<file path="src/rtl/fence_issue_ctl.sv">
`timescale 1ns/1ps
module fence_issue_ctl #(
  parameter int CNT_W  = 4,
  parameter int FILL_W = 32
) (
  input  logic              clk,
  input  logic              rst_n,
  input  logic              dec_valid_i,
  output logic              dec_ready_o,
  input  logic [7:0]        opc0_i,
  input  logic [7:0]        opc1_i,
  input  logic [7:0]        modrm_i,
  input  logic              lock_i,
  input  logic              feat_en_i,
  input  logic              op_issue_i,
  input  logic              op_done_i,
  input  logic              fill_req_i,
  input  logic [FILL_W-1:0] fill_addr_i,
  output logic              fill_req_o,
  output logic [FILL_W-1:0] fill_addr_o,
  output logic              ud_o,
  output logic              retire_o,
  output logic              cnt_err_o
);
  localparam logic [CNT_W-1:0] CNT_MAX = '1;

  logic [CNT_W-1:0] cnt_q;
  logic fence_q, ud_q, ret_q, err_q;

  wire hit     = (opc0_i == 8'h0F) && (opc1_i == 8'hAE) && (modrm_i[5:3] == 3'd5);
  wire take    = dec_valid_i && dec_ready_o;
  wire illegal = lock_i || !feat_en_i;
  wire inc     = op_issue_i && !op_done_i;
  wire dec     = op_done_i && !op_issue_i;
  wire under   = dec && (cnt_q == '0);
  wire over    = inc && (cnt_q == CNT_MAX);
  wire drained = fence_q && (cnt_q == '0);

  assign dec_ready_o = !fence_q;
  assign fill_req_o  = fill_req_i;
  assign fill_addr_o = fill_addr_i;
  assign ud_o        = ud_q;
  assign retire_o    = ret_q;
  assign cnt_err_o   = err_q;

  always_ff @(posedge clk or negedge rst_n) begin
    if (!rst_n) begin
      cnt_q   <= '0;
      fence_q <= 1'b0;
      ud_q    <= 1'b0;
      ret_q   <= 1'b0;
      err_q   <= 1'b0;
    end else begin
      if (inc && !over)      cnt_q <= cnt_q + 1'b1;
      else if (dec && !under) cnt_q <= cnt_q - 1'b1;
      err_q <= under || over;
      ud_q  <= take && hit && illegal;
      ret_q <= drained;
      if (drained)                      fence_q <= 1'b0;
      else if (take && hit && !illegal) fence_q <= 1'b1;
    end
  end
endmodule


</file>
<file path="config.mk">
export PLATFORM = sky130hd
export DESIGN_NAME = fence_issue_ctl
export DESIGN_NICKNAME = d
export VERILOG_FILES = /design/src/rtl/fence_issue_ctl.sv
export SDC_FILE = /design/constraint.sdc
export NUM_CORES = 1
export LEC_CHECK = 0
export CAP_MARGIN = 20
export CORE_MARGIN = 10
export CORE_UTILIZATION = 50
export DETAILED_ROUTE_END_ITERATION = 8
export DONT_BUFFER_PORTS = 1
export GPL_TIMING_DRIVEN = 0
export PLACE_DENSITY_LB_ADDON = 0.12
export SLEW_MARGIN = 20
export SYNTH_ARGS = -nofsm -noshare
export SYNTH_HDL_FRONTEND = slang
export SYNTH_SLANG_ARGS = --single-unit
</file>
<file path="constraint.sdc">
create_clock -name clk -period 2.6 [get_ports clk]
set_input_delay 0.13 -clock clk [delete_from_list [all_inputs] [get_ports clk]]
set_output_delay 0.13 -clock clk [all_outputs]
set_load 0.03 [all_outputs]
</file>
# [After elaboration in Yosys (flattened, before gate mapping)]
# Cells that the tools add are included.
[totals] ff_bits=8 out_inout_bits=37 wordCells=40
[op_classes] add_sub_neg=2 n_eq_ne=4 muxes=4 n_reduce_logical=25
[op_table] op="$logic_and A1 B1 Y1" n=13
[op_table] op="$eq A8 B4 Y1 const B" n=1
[op_table] op="$eq A8 B8 Y1 const B" n=1
[op_table] op="$mux W4" n=2
[op_table] op="$logic_not A1 Y1" n=7
[op_table] op="$add A4 B1 Y4 const B" n=1
[op_table] op="$eq A4 B4 Y1 const B" n=1
[op_table] op="$logic_not A4 Y1" n=1
[op_table] op="$reduce_bool A2 Y1" n=2
[op_table] op="$sub A4 B1 Y4 const B" n=1
[op_table] op="$eq A3 B3 Y1 const B" n=1
[op_table] op="$logic_or A1 B1 Y1" n=2
[op_table] op="$mux W1" n=2

# [Depth between registers and ports, before layout]
[depth] word_depth=7 mapped_depth=7

# [Worst setup path before layout]
# OpenSTA, ideal clock, no wires.
[synth_timing] path_kind="register -> register" from="register cnt_q[1]" to="register cnt_q[3]" setup_ns=0.079 t_arrival_ns=1.771 slack_ns=0.750 path_stages_with_launch=8 period_less_slack_ns=1.850 path_cell_list="dfrtp_1 nand4_1 or2b_4 ha_1 a21o_1 a21oi_1 mux2i_1 xor2_1"
[synth_via] elab_chain_cells=5 word_cells_on_any_way=13
[synth_rtl] item="start, declared" line_no="27" rtl="logic [CNT_W-1:0] cnt_q;"
[synth_rtl] item="start signal, assigned" line_no="54" rtl="if (inc && !over) cnt_q <= cnt_q + 1'b1;"
[synth_rtl] item="start signal, assigned" line_no="55" rtl="else if (dec && !under) cnt_q <= cnt_q - 1'b1;"
[synth_rtl] item="parallel branches: the longest is 5 deep, another holds $sub A4 B1 Y4"
# Several ways; the timed one is not identified. The select of a mux whose other input is x is not followed.
# A chain may end at the register's enable or synchronous reset.

# [Worst setup path in the final report]
# Same ends and word-level chain as after synthesis.

==> out/metrics.csv <==
stage;metric;value;unit
floorplanning;core;1334;µm²
global_routing;grt_max_degree;9;
floorplanning;die-area;3398;µm²
flow_run;cap_violations;0;
floorplanning;die_h;58.30;µm
synth;synth.area.mux_share;5.461;%
setup_path;slowest_stage;dfrtp_1;
final_layout;fin_area;804.5;µm²
timing;layout_setup_ws;0.6267;ns
clock_tree;cts_root_buffer;clkbuf_4;
floorplanning;pin_count;101;
final_layout;seq_area;200.2;µm²
placed_design;post-dp-hpwl;1894;µm
global_routing;grt_pass1_wl;3063;µm
timing;tns;0;ns
floorplanning;rows;13;
global_routing;top_usage_layer;met2;
synth;synth_area_per_cell;9.776;µm²
global_routing;grt_pass1_vias;698;
synth;syn_nets;142;
placed_design;place_congestion;0.7409;
floorplanning;initial_core_util;54.97;%
synth;yosysSeqAreaShare;27.30;%
final_layout;layout_commonest_cell;buf_4;
synth;synth_compound_area_share;4.437;%
detailed_routing;drc;0;
timing;setup_viol;0;
floorplanning;die_w;58.30;µm
global_routing;globalRouteMet1Util;9.360;%
timing;slew_viol_final;0;
timing;max_slew_margin;76.12;%
final_layout;drive_gt1_share;51.85;%
synth;yosys_warnings;0;
power;ir_drop;0.3462;mV
global_routing;grtUsageMet3;8.155;%
status;status;completed;
global_routing;gr-total-overflow;0;
setup_path;slowest_delay;0.44;ns
synth;synth_top_family_by_area;buffers and inverters;
timing;worst_pin_slew;0.3571;ns
clock_tree;cts_buffer_depth;2;
detailed_routing;vias_per_cell;5.417;
synth;synthXorXnorAreaFrac;3.584;%
detailed_routing;antenna_left;0;
placed_design;io_buffers;0;
timing;skew;0.003827;ns
synth;synth-seq-cells;8;
clock_tree;cts_buffers;3;
hold_path;hold_class;primary input to register;
global_routing;grt_antenna_before_repair;0;
setup_path;critPathArrivalTime;2.14;ns
final_layout;area_growth;9.727;%
power;cellPowerDensity;719.9;nW/µm²
global_routing;met2_usage;19.42;%
clock_tree;clk-insertion-delay-late;0.25;ns
setup_path;end_kind;register;
final_layout;nFillCells;123;
clock_tree;cts_resized;0;
clock_tree;clkTransAtPathRegs;0.05;ns
setup_path;critPathLaunchType;register;
placed_design;place_inst;90;
synth;syn_inst;75;
clock_tree;cts_sinks;8;
power;power.leakage;0.4125;nW
detailed_routing;drt_first_pass_iters;2;
timing;period_share;75.90;%
placed_design;placed_cell_area;752.0;µm²
timing;rsz0062_at_grt;false;
clock_tree;ctsHtreeMaxLevel;1;
detailed_routing;routed_wl;2031;µm
timing;fin_crit;1.973;ns
placed_design;pre_cts_ws;0.6401;ns
final_layout;num_antenna_cells;0;
setup_path;crit_fanout;5;
detailed_routing;num_vias;520;
setup_path;path_class;register to register;
synth;syn-cell-area;733.2;µm²
setup_path;crit_chain;nand4_1 -> or2b_4 -> ha_1 -> a21o_1 -> a21oi_1 -> mux2i_1 -> xor2_1;
final_layout;fin_nets;150;
setup_path;required;2.77;ns
final_layout;layout_common_cells;33 x buf_4, 8 x dfrtp_1;
final_layout;multi_input_area;274.0;µm²
timing;hold_viol;0;
synth;ys_types;24;
timing;fmax;0.5068;GHz
detailed_routing;drt-initial-drc-count;5;
global_routing;grtUsageTotal;11.05;%
synth;synthSimpleGateAreaFrac;17.75;%
synth;synthAdderAreaFrac;6.143;%
final_layout;post-route-util;60.32;%
detailed_routing;wl_per_cell;21.16;µm
final_layout;fin_cells;96;
clock_tree;cts_tree;yes;
## final timing paths
kind,slack (ns),start,to,cells past startpoint
setup / recovery,0.63,cnt_q[1],cnt_q[3],7
hold / removal,0.02,lock_i,ud_o,2
setup reg to reg,0.63,cnt_q[1],cnt_q[3],7
hold reg to reg,0.50,cnt_q[3],cnt_q[3],1
max in group asynchronous,2.11,rst_n,fence_q,1
min in group asynchronous,0.22,rst_n,retire_o,1
## flip-flops by register name, indices dropped and copies added (netlist names)
signal     count
fence_q        1
ud_o           1
cnt_q          4
cnt_err_o      1
retire_o       1
## stage by stage
| step | total power [mW] | hold WS [ns] |
|---|---|---|
| after detailed placement | 0.4862 | -0.1653 |
| after floorplan | 0.4543 | -0.1656 |
| after global routing | 0.6261 | 0.03577 |
| after CTS | 0.5878 | 0.008705 |
| final | 0.5792 | 0.01585 |
| after global placement | 0.4838 | -0.1653 |
## synthesized netlist by cell type, drive strengths merged
cell type	count	area [µm²]
a21o	1	7.510
a21oi	2	10.01
and4b	1	10.01
buf	33	247.7
dfrtp	8	200.2
fa	1	20.02
ha	2	25.02
inv	3	11.26
mux2	2	30.03
mux2i	1	10.01
nand2	3	18.77
nand2b	3	26.27
nand4	3	18.77
nand4bb	1	11.26
nor2	1	3.750
nor3	2	10.01
nor4b	1	8.760
o22ai	1	6.260
o41ai	1	8.760
or2b	1	11.26
or4	1	11.26
xor2	3	26.28
## timing repair
item / CTS / global route
endpoints found under the hold margin: 10 / 0
hold buffers: 3 / 0
setup buffers: 0 / 0
## kinds of logic after synthesis
logic type,Yosys count
buf+inv,36
simple gates,17
mux,3
compound gates,5
xor+xnor,3
flops,8
fa+ha+maj,3
## layout make-up
cell class	instances	share of cell area, %
Clock buffer	3	2.799
Buffer	33	30.79
Sequential cell	8	24.88
Timing Repair Buffer	3	3.733
Multi-Input combinational cell	31	34.06
Tap cell	15	2.333
Inverter	3	1.400
## per-layer routing
layer / vias up / routed length [µm]
met5: - / 0
met4: 0 / 16
met3: 2 / 337
met2: 55 / 992
met1: 227 / 686
li1: 236 / -
## power by group
part	total (mW)	switching, mW	internal, mW	leakage, nW
clock network	0.0917	0.0391	0.0526	0.0138
registers	0.212	0.0508	0.161	0.103
logic	0.276	0.133	0.143	0.296
## worst max-delay path, delay by kind of cell, from the launching register on
| family | cells | cell delay (ns) |
|---|---|---|
| simple gates | 2 | 0.45 |
| compound gates | 2 | 0.34 |
| fa+ha+maj | 1 | 0.28 |
| flops | 1 | 0.44 |
| xor+xnor | 1 | 0.15 |
| mux | 1 | 0.23 |
No activity file was read; power rests on OpenSTA's default activity.
